`src/rtl/thg_pkg.sv`:
```
// Package: shared widths, register addresses and bit positions for the
// thermal protection register block. Assumes a 2-bit register address.
package thg_pkg;
    localparam int CTRL_W  = 8;
    localparam int STAT_W  = 16;
    localparam int ADDR_W  = 2;

    localparam int CTRL_LOCK_BIT = 0;
    localparam int CTRL_HALT_BIT = 3;
    localparam logic [CTRL_W-1:0] CTRL_WMASK =
        CTRL_W'((1 << CTRL_LOCK_BIT) | (1 << CTRL_HALT_BIT));

    localparam int EVT_RISE = 0;
    localparam int EVT_FALL = 1;
    localparam int EVT_CAT  = 2;
    localparam int EVT_N    = 3;

    typedef enum logic [ADDR_W-1:0] {
        ADR_CTRL = 2'd0,
        ADR_STAT = 2'd1,
        ADR_ZONE = 2'd2,
        ADR_NONE = 2'd3
    } reg_adr_e;
endpackage

```
`src/rtl/thg_ctrl_reg.sv`:
```
// Module: control register with a self-locking bit.
// Only bits in WMASK are stored; the others stay 0. Once the lock bit is 1,
// writes are ignored until the synchronous active-low reset.
// Assumes wr_en is a single-cycle qualified write strobe.
module thg_ctrl_reg #(
    parameter int W        = 8,
    parameter int LOCK_BIT = 0,
    parameter logic [W-1:0] WMASK = '0
) (
    input  logic         clk,
    input  logic         rst_n,
    input  logic         wr_en,
    input  logic [W-1:0] wdata,
    output logic [W-1:0] ctrl_q
);
    logic locked;
    assign locked = ctrl_q[LOCK_BIT];

    // Store the writable bits unless the register has locked itself.
    always_ff @(posedge clk) begin
        if (!rst_n)
            ctrl_q <= '0;
        else if (wr_en && !locked)
            ctrl_q <= wdata & WMASK;
    end


    lock_hold_chk: assert property (@(posedge clk) disable iff (!rst_n)
        locked |=> (ctrl_q == $past(ctrl_q)));

    rsvd_zero_chk: assert property (@(posedge clk) disable iff (!rst_n)
        (wr_en && !locked) |=> ((ctrl_q & ~WMASK) == '0));
endmodule

```
`src/rtl/thg_status_reg.sv`:
```
// Module: latched event status, write-1-to-clear, one generated cell per bit.
// A set input in the same cycle as a clear wins, so no event is lost.
// Assumes set_vec bits are sampled as levels at each edge.
module thg_status_reg #(
    parameter int W = 16
) (
    input  logic         clk,
    input  logic         rst_n,
    input  logic         clr_en,
    input  logic [W-1:0] clr_mask,
    input  logic [W-1:0] set_vec,
    output logic [W-1:0] stat_q,
    output logic         any_set
);
    for (genvar b = 0; b < W; b++) begin : g_cell
        // Per-bit latch: set dominates, otherwise clear on a written 1.
        always_ff @(posedge clk) begin
            if (!rst_n)
                stat_q[b] <= 1'b0;
            else if (set_vec[b])
                stat_q[b] <= 1'b1;
            else if (clr_en && clr_mask[b])
                stat_q[b] <= 1'b0;
        end
    end

    // Summary flag for the interrupt.
    always_comb any_set = |stat_q;


    set_wins_chk: assert property (@(posedge clk) disable iff (!rst_n)
        (set_vec != '0) |=> ((stat_q & $past(set_vec)) == $past(set_vec)));

    w1c_chk: assert property (@(posedge clk) disable iff (!rst_n)
        clr_en |=> ((stat_q & $past(clr_mask & ~set_vec)) == '0));
endmodule

```
`src/rtl/thg_halt.sv`:
```
// Module: sticky clock-halt latch. A catastrophic trip seen while halting is
// enabled drops clk_en on the next edge; only reset raises it again.
module thg_halt (
    input  logic clk,
    input  logic rst_n,
    input  logic cat_trip,
    input  logic halt_en,
    output logic clk_en
);
    logic halted;

    // Latch the halt condition until reset.
    always_ff @(posedge clk) begin
        if (!rst_n)
            halted <= 1'b0;
        else if (cat_trip && halt_en)
            halted <= 1'b1;
    end

    // Drive the enable from the latch.
    always_comb clk_en = ~halted;


    halt_on_cat_chk: assert property (@(posedge clk) disable iff (!rst_n)
        (cat_trip && halt_en) |=> !clk_en);

    halt_sticky_chk: assert property (@(posedge clk) disable iff (!rst_n)
        !clk_en |=> !clk_en);
endmodule

```
`src/rtl/thermguard_regs.sv`:
```
// Module: top of the thermal protection register block. It decodes the
// register port, routes trip events into status, and exposes irq and clk_en.
// Assumes trip_rise/trip_fall are pulses and trip_cat is a level.
module thermguard_regs
    import thg_pkg::*;
#(
    parameter int ZONE_W = 4
) (
    input  logic              clk,
    input  logic              rst_n,
    input  logic              reg_wr,
    input  logic [ADDR_W-1:0] reg_addr,
    input  logic [STAT_W-1:0] reg_wdata,
    output logic [STAT_W-1:0] reg_rdata,
    input  logic              trip_rise,
    input  logic              trip_fall,
    input  logic              trip_cat,
    input  logic [ZONE_W-1:0] zone_live,
    output logic              irq,
    output logic              clk_en
);
    logic [CTRL_W-1:0] ctrl_q;
    logic [STAT_W-1:0] stat_q;
    logic [STAT_W-1:0] set_vec;
    logic              ctrl_wr, stat_wr, any_set;

    // Address decode for writes.
    always_comb begin
        ctrl_wr = reg_wr && (reg_addr == ADR_CTRL);
        stat_wr = reg_wr && (reg_addr == ADR_STAT);
    end

    // Map trip inputs onto their status bits.
    always_comb begin
        set_vec = '0;
        set_vec[EVT_RISE] = trip_rise;
        set_vec[EVT_FALL] = trip_fall;
        set_vec[EVT_CAT]  = trip_cat;
    end

    thg_ctrl_reg #(.W(CTRL_W), .LOCK_BIT(CTRL_LOCK_BIT), .WMASK(CTRL_WMASK)) u_ctrl (
        .clk(clk), .rst_n(rst_n), .wr_en(ctrl_wr),
        .wdata(reg_wdata[CTRL_W-1:0]), .ctrl_q(ctrl_q)
    );

    thg_status_reg #(.W(STAT_W)) u_stat (
        .clk(clk), .rst_n(rst_n), .clr_en(stat_wr), .clr_mask(reg_wdata),
        .set_vec(set_vec), .stat_q(stat_q), .any_set(any_set)
    );

    thg_halt u_halt (
        .clk(clk), .rst_n(rst_n), .cat_trip(trip_cat),
        .halt_en(ctrl_q[CTRL_HALT_BIT]), .clk_en(clk_en)
    );

    // Interrupt follows the latched status.
    always_comb irq = any_set;

    // Read mux.
    always_comb begin
        unique case (reg_adr_e'(reg_addr))
            ADR_CTRL: reg_rdata = STAT_W'(ctrl_q);
            ADR_STAT: reg_rdata = stat_q;
            ADR_ZONE: reg_rdata = STAT_W'(zone_live);
            default:  reg_rdata = '0;
        endcase
    end


    unused_stat_zero_chk: assert property (@(posedge clk) disable iff (!rst_n)
        (reg_addr == ADR_STAT) |-> (reg_rdata[STAT_W-1:EVT_N] == '0));

    irq_tracks_stat_chk: assert property (@(posedge clk) disable iff (!rst_n)
        (reg_addr == ADR_STAT) |-> (irq == (reg_rdata != '0)));
endmodule

```
`config.mk`:
```
export PLATFORM = sky130hd
export DESIGN_NAME = thermguard_regs
export DESIGN_NICKNAME = d
export VERILOG_FILES = /design/src/rtl/thg_pkg.sv /design/src/rtl/thg_ctrl_reg.sv /design/src/rtl/thg_status_reg.sv /design/src/rtl/thg_halt.sv /design/src/rtl/thermguard_regs.sv
export SDC_FILE = /design/constraint.sdc
export NUM_CORES = 1
export LEC_CHECK = 0
export ABC_AREA = 0
export BUFFER_PORTS_ARGS = -buffer_cell sky130_fd_sc_hd__buf_2
export CAP_MARGIN = 15
export CORE_UTILIZATION = 25
export CTS_BUF_LIST = sky130_fd_sc_hd__clkbuf_8
export DETAILED_ROUTE_END_ITERATION = 7
export GPL_TIMING_DRIVEN = 0
export PLACE_DENSITY_LB_ADDON = 0.1
export RECOVER_POWER = 50
export SYNTH_ARGS = -nofsm -noshare
export SYNTH_HDL_FRONTEND = slang
export SYNTH_SLANG_ARGS = --single-unit
```
`constraint.sdc`:
```
create_clock -name clk -period 1.1 [get_ports clk]
set_clock_uncertainty 0.05 [all_clocks]
set_input_delay 0 -clock clk [delete_from_list [all_inputs] [get_ports clk]]
set_output_delay 0 -clock clk [all_outputs]
set_load 0.01 [all_outputs]
```
==> flow_metrics.tcl <==
set metrics [dict create \
    clock_sinks 6 \
    worstPathMaxFanout 3 \
    cap_violations 0 \
    htreeDepth 1 \
    drive_above_1_share 0.393 \
    cts-root-buf "clkbuf_8" \
    wire_per_inst_um 8.40 \
    swShare 0.231 \
    ys_dominant_reg_cell "dfxtp_1" \
    maxSlewViolCount 0 \
    ys_seq_elements 6 \
    cts_tree "built" \
    synth_area_leaders "dfxtp_1 (29%), buf_4 (22%), mux2i_1 (7.3%), a22o_1 (4.3%), nor2b_2 (4.3%)" \
    synthesis.area_um2 409 \
    p_seq_frac 0.329 \
    cpMaxStageDelayCell "or3_1" \
    p_switching_mw 0.168 \
    grt_pass1_wl_um 1420 \
    synthTopCellsByCount "buf_4 (12), dfxtp_1 (6), inv_1 (4), mux2i_1 (3), o21ai_0 (3)" \
    die_h_um 42.5 \
    overflow 0 \
    routed_wl_um 882 \
    critPathMaxStageDelay_ns 0.35 \
    fmax_mhz 929 \
    synth_top_area_share 0.294 \
    crit_arrival_ns 1.03 \
    drt_iter0_drc 2 \
    clk_pin_slew_worst_paths_ns 0.03 \
    worstSetupPathType "register to output pin" \
    rows 14 \
    vias 422 \
    finalPower_mw 0.729 \
    clkPwrFrac 0.439 \
    synth_area_per_cell_um2 8.71 \
    dp_cells 95 \
    die_w_um 42.5 \
    synthCells 47 \
    num_io_pins 46 \
    vias_per_cell 4.02 \
    antenna_cells 0 \
    setup_viol_count_final 0 \
    dr.pass1.iters 3 \
    synth.distinct_cells 20 \
    route.detailed.drc 0 \
    holdWs_ns 0.0161 \
    min_period_ns 1.08 \
    area_delta_synth_final_pct 66.7 \
    ys_seq_area_frac 0.294 \
    crit_buf_inv 1 \
    grt_util_all_layers 0.106 \
    p_int_mw 0.561 \
    power_density_mw_per_mm2 1070 \
    critPathTopFamily "simple AND/OR/NAND/NOR gates" \
    required_ns 1.05 \
    grt_pass1_vias 370 \
    synth_edf_count 0 \
    synthArstFlopShare 0 \
    ys_warn_count 0 \
    rsz0062_at_grt "true" \
    antenna_found_initial 0 \
    floorplan.initialDensity 0.268 \
    antenna_left 0 \
    p_leak_nw 0.355 \
    hold_violations 0 \
    status "finished, final reports clean" \
    fp.coreArea_mm2 0.00152 \
    synth_top_area_cell "dfxtp_1" \
    crit_chain "or3_1 -> buf_2" \
    cts_made_buffers 3 \
    ir_drop_mv 0.986 \
    worst_slack_ns 0.0237 \
    hpwl_um 714 \
    cp-end-kind "output pin" \
    yosysMostFrequentCell "buf_4" \
    nNetsFinal 119 \
    setup.worst_path.start_class "register" \
    fin_crit_sh 0.978 \
    worstHoldPathType "input pin to register" \
    die_area_mm2 0.00180 \
    clock_latency_ns 0.22 \
    dpl_worst_slack_ns 0.144 \
    gp_congestion 0.646 \
    stdcell_count 105 \
    portBuffers 21 \
    fill_cells 162 \
    pwr-share-comb 0.232 \
    grt_start_max_net_pins 8 \
    fin_setup_tns_ns 0 \
    cts.path.max_buffers 2 \
]
worst paths after layout:
check             cells past startpoint                     startpoint                            end  slack, ns
hold / removal                        3                      trip_rise  u_stat.stat_q[0]$_SDFFE_PN0P_       0.02
setup / recovery                      2  u_stat.stat_q[1]$_SDFFE_PN0P_                            irq       0.02
setup reg to reg                      2  u_ctrl.ctrl_q[0]$_SDFFE_PN0P_  u_ctrl.ctrl_q[3]$_SDFFE_PN0P_       0.15
hold reg to reg                       2  u_ctrl.ctrl_q[3]$_SDFFE_PN0P_  u_ctrl.ctrl_q[3]$_SDFFE_PN0P_       0.44
cell type report:
cell class	instances	area [um2]	share of cell area
multi-input combinational	36	225	0.330
clock buffer	3	41.3	0.0606
buffer	12	90.1	0.132
tap	16	20.0	0.0294
sequential	6	121	0.178
inverter	4	15.0	0.0220
timing repair buffer	28	169	0.248
placed cells by master, fill, tap and decap left out, types with 2 or more instances in the layout:
cell type and instances:
clkbuf_1 5, o21ai_0 3, a22o_1 2, dfxtp_1 5, clkbuf_8 3, buf_2 16
mux2i_1 3, conb_1 12, nand2_1 2, a31oi_1 2, inv_1 4, dlygate4sd3_1 7
buf_4 12, nor2b_2 2
worst min-delay path, delay by kind of cell:
family	cells	cell delay (ns)
AOI/OAI and AO/OA	1	0.09
buffers and inverters	2	0.14
power by group through the flow:
stage	sequential, mW	combinational [mW]	clock, mW
final	0.240	0.169	0.320
after global routing	0.242	0.186	0.350
after CTS	0.240	0.171	0.330
after detailed placement	0.243	0.152	0
after global placement	0.242	0.151	0
after floorplan	0.240	0.0969	0
sequential cells by signal, indices dropped and copies added, names as in the netlist:
| register | count |
|---|---|
| u_halt.halted | 1 |
| u_stat.stat_q | 3 |
| u_ctrl.ctrl_q | 2 |
repair_timing:
action                                  CTS  global route
endpoints found under the setup margin    0             1
gates resized for setup                   0             1
setup buffers                             0             0
hold buffers                              7             0
hold endpoints to repair                  4             0
metal layers:
layer / global-route usage / vias up / share of wire
met3: 0.0474 / 0 / 0.13
met4: 0.0563 / 0 / 0
met2: 0.172 / 25 / 0.44
met1: 0.115 / 173 / 0.43
met5: 0 / - / 0
li1: - / 224 / -
logic make-up (layout without fill, tap and decap cells):
| kind of cell | after synthesis | after routing | synth area share |
|---|---|---|---|
| and+or+nand+nor | 10 | 10 | 0.184 |
| buffers and inverters | 16 | 47 | 0.257 |
| other | 1 | 12 | 0.00917 |
| muxes | 3 | 3 | 0.0734 |
| AOI/OAI and AO/OA | 11 | 11 | 0.183 |
| DFF | 6 | 6 | 0.294 |
metrics by stage:
stage          cell area (um2)   util
2_1_floorplan              450      -
3_3_place_gp               576  0.378
3_5_place_dp               576  0.378
4_1_cts                    687  0.451
5_1_grt                    682  0.447
6_report                   682  0.447
(Power assumes the default switching activity.)
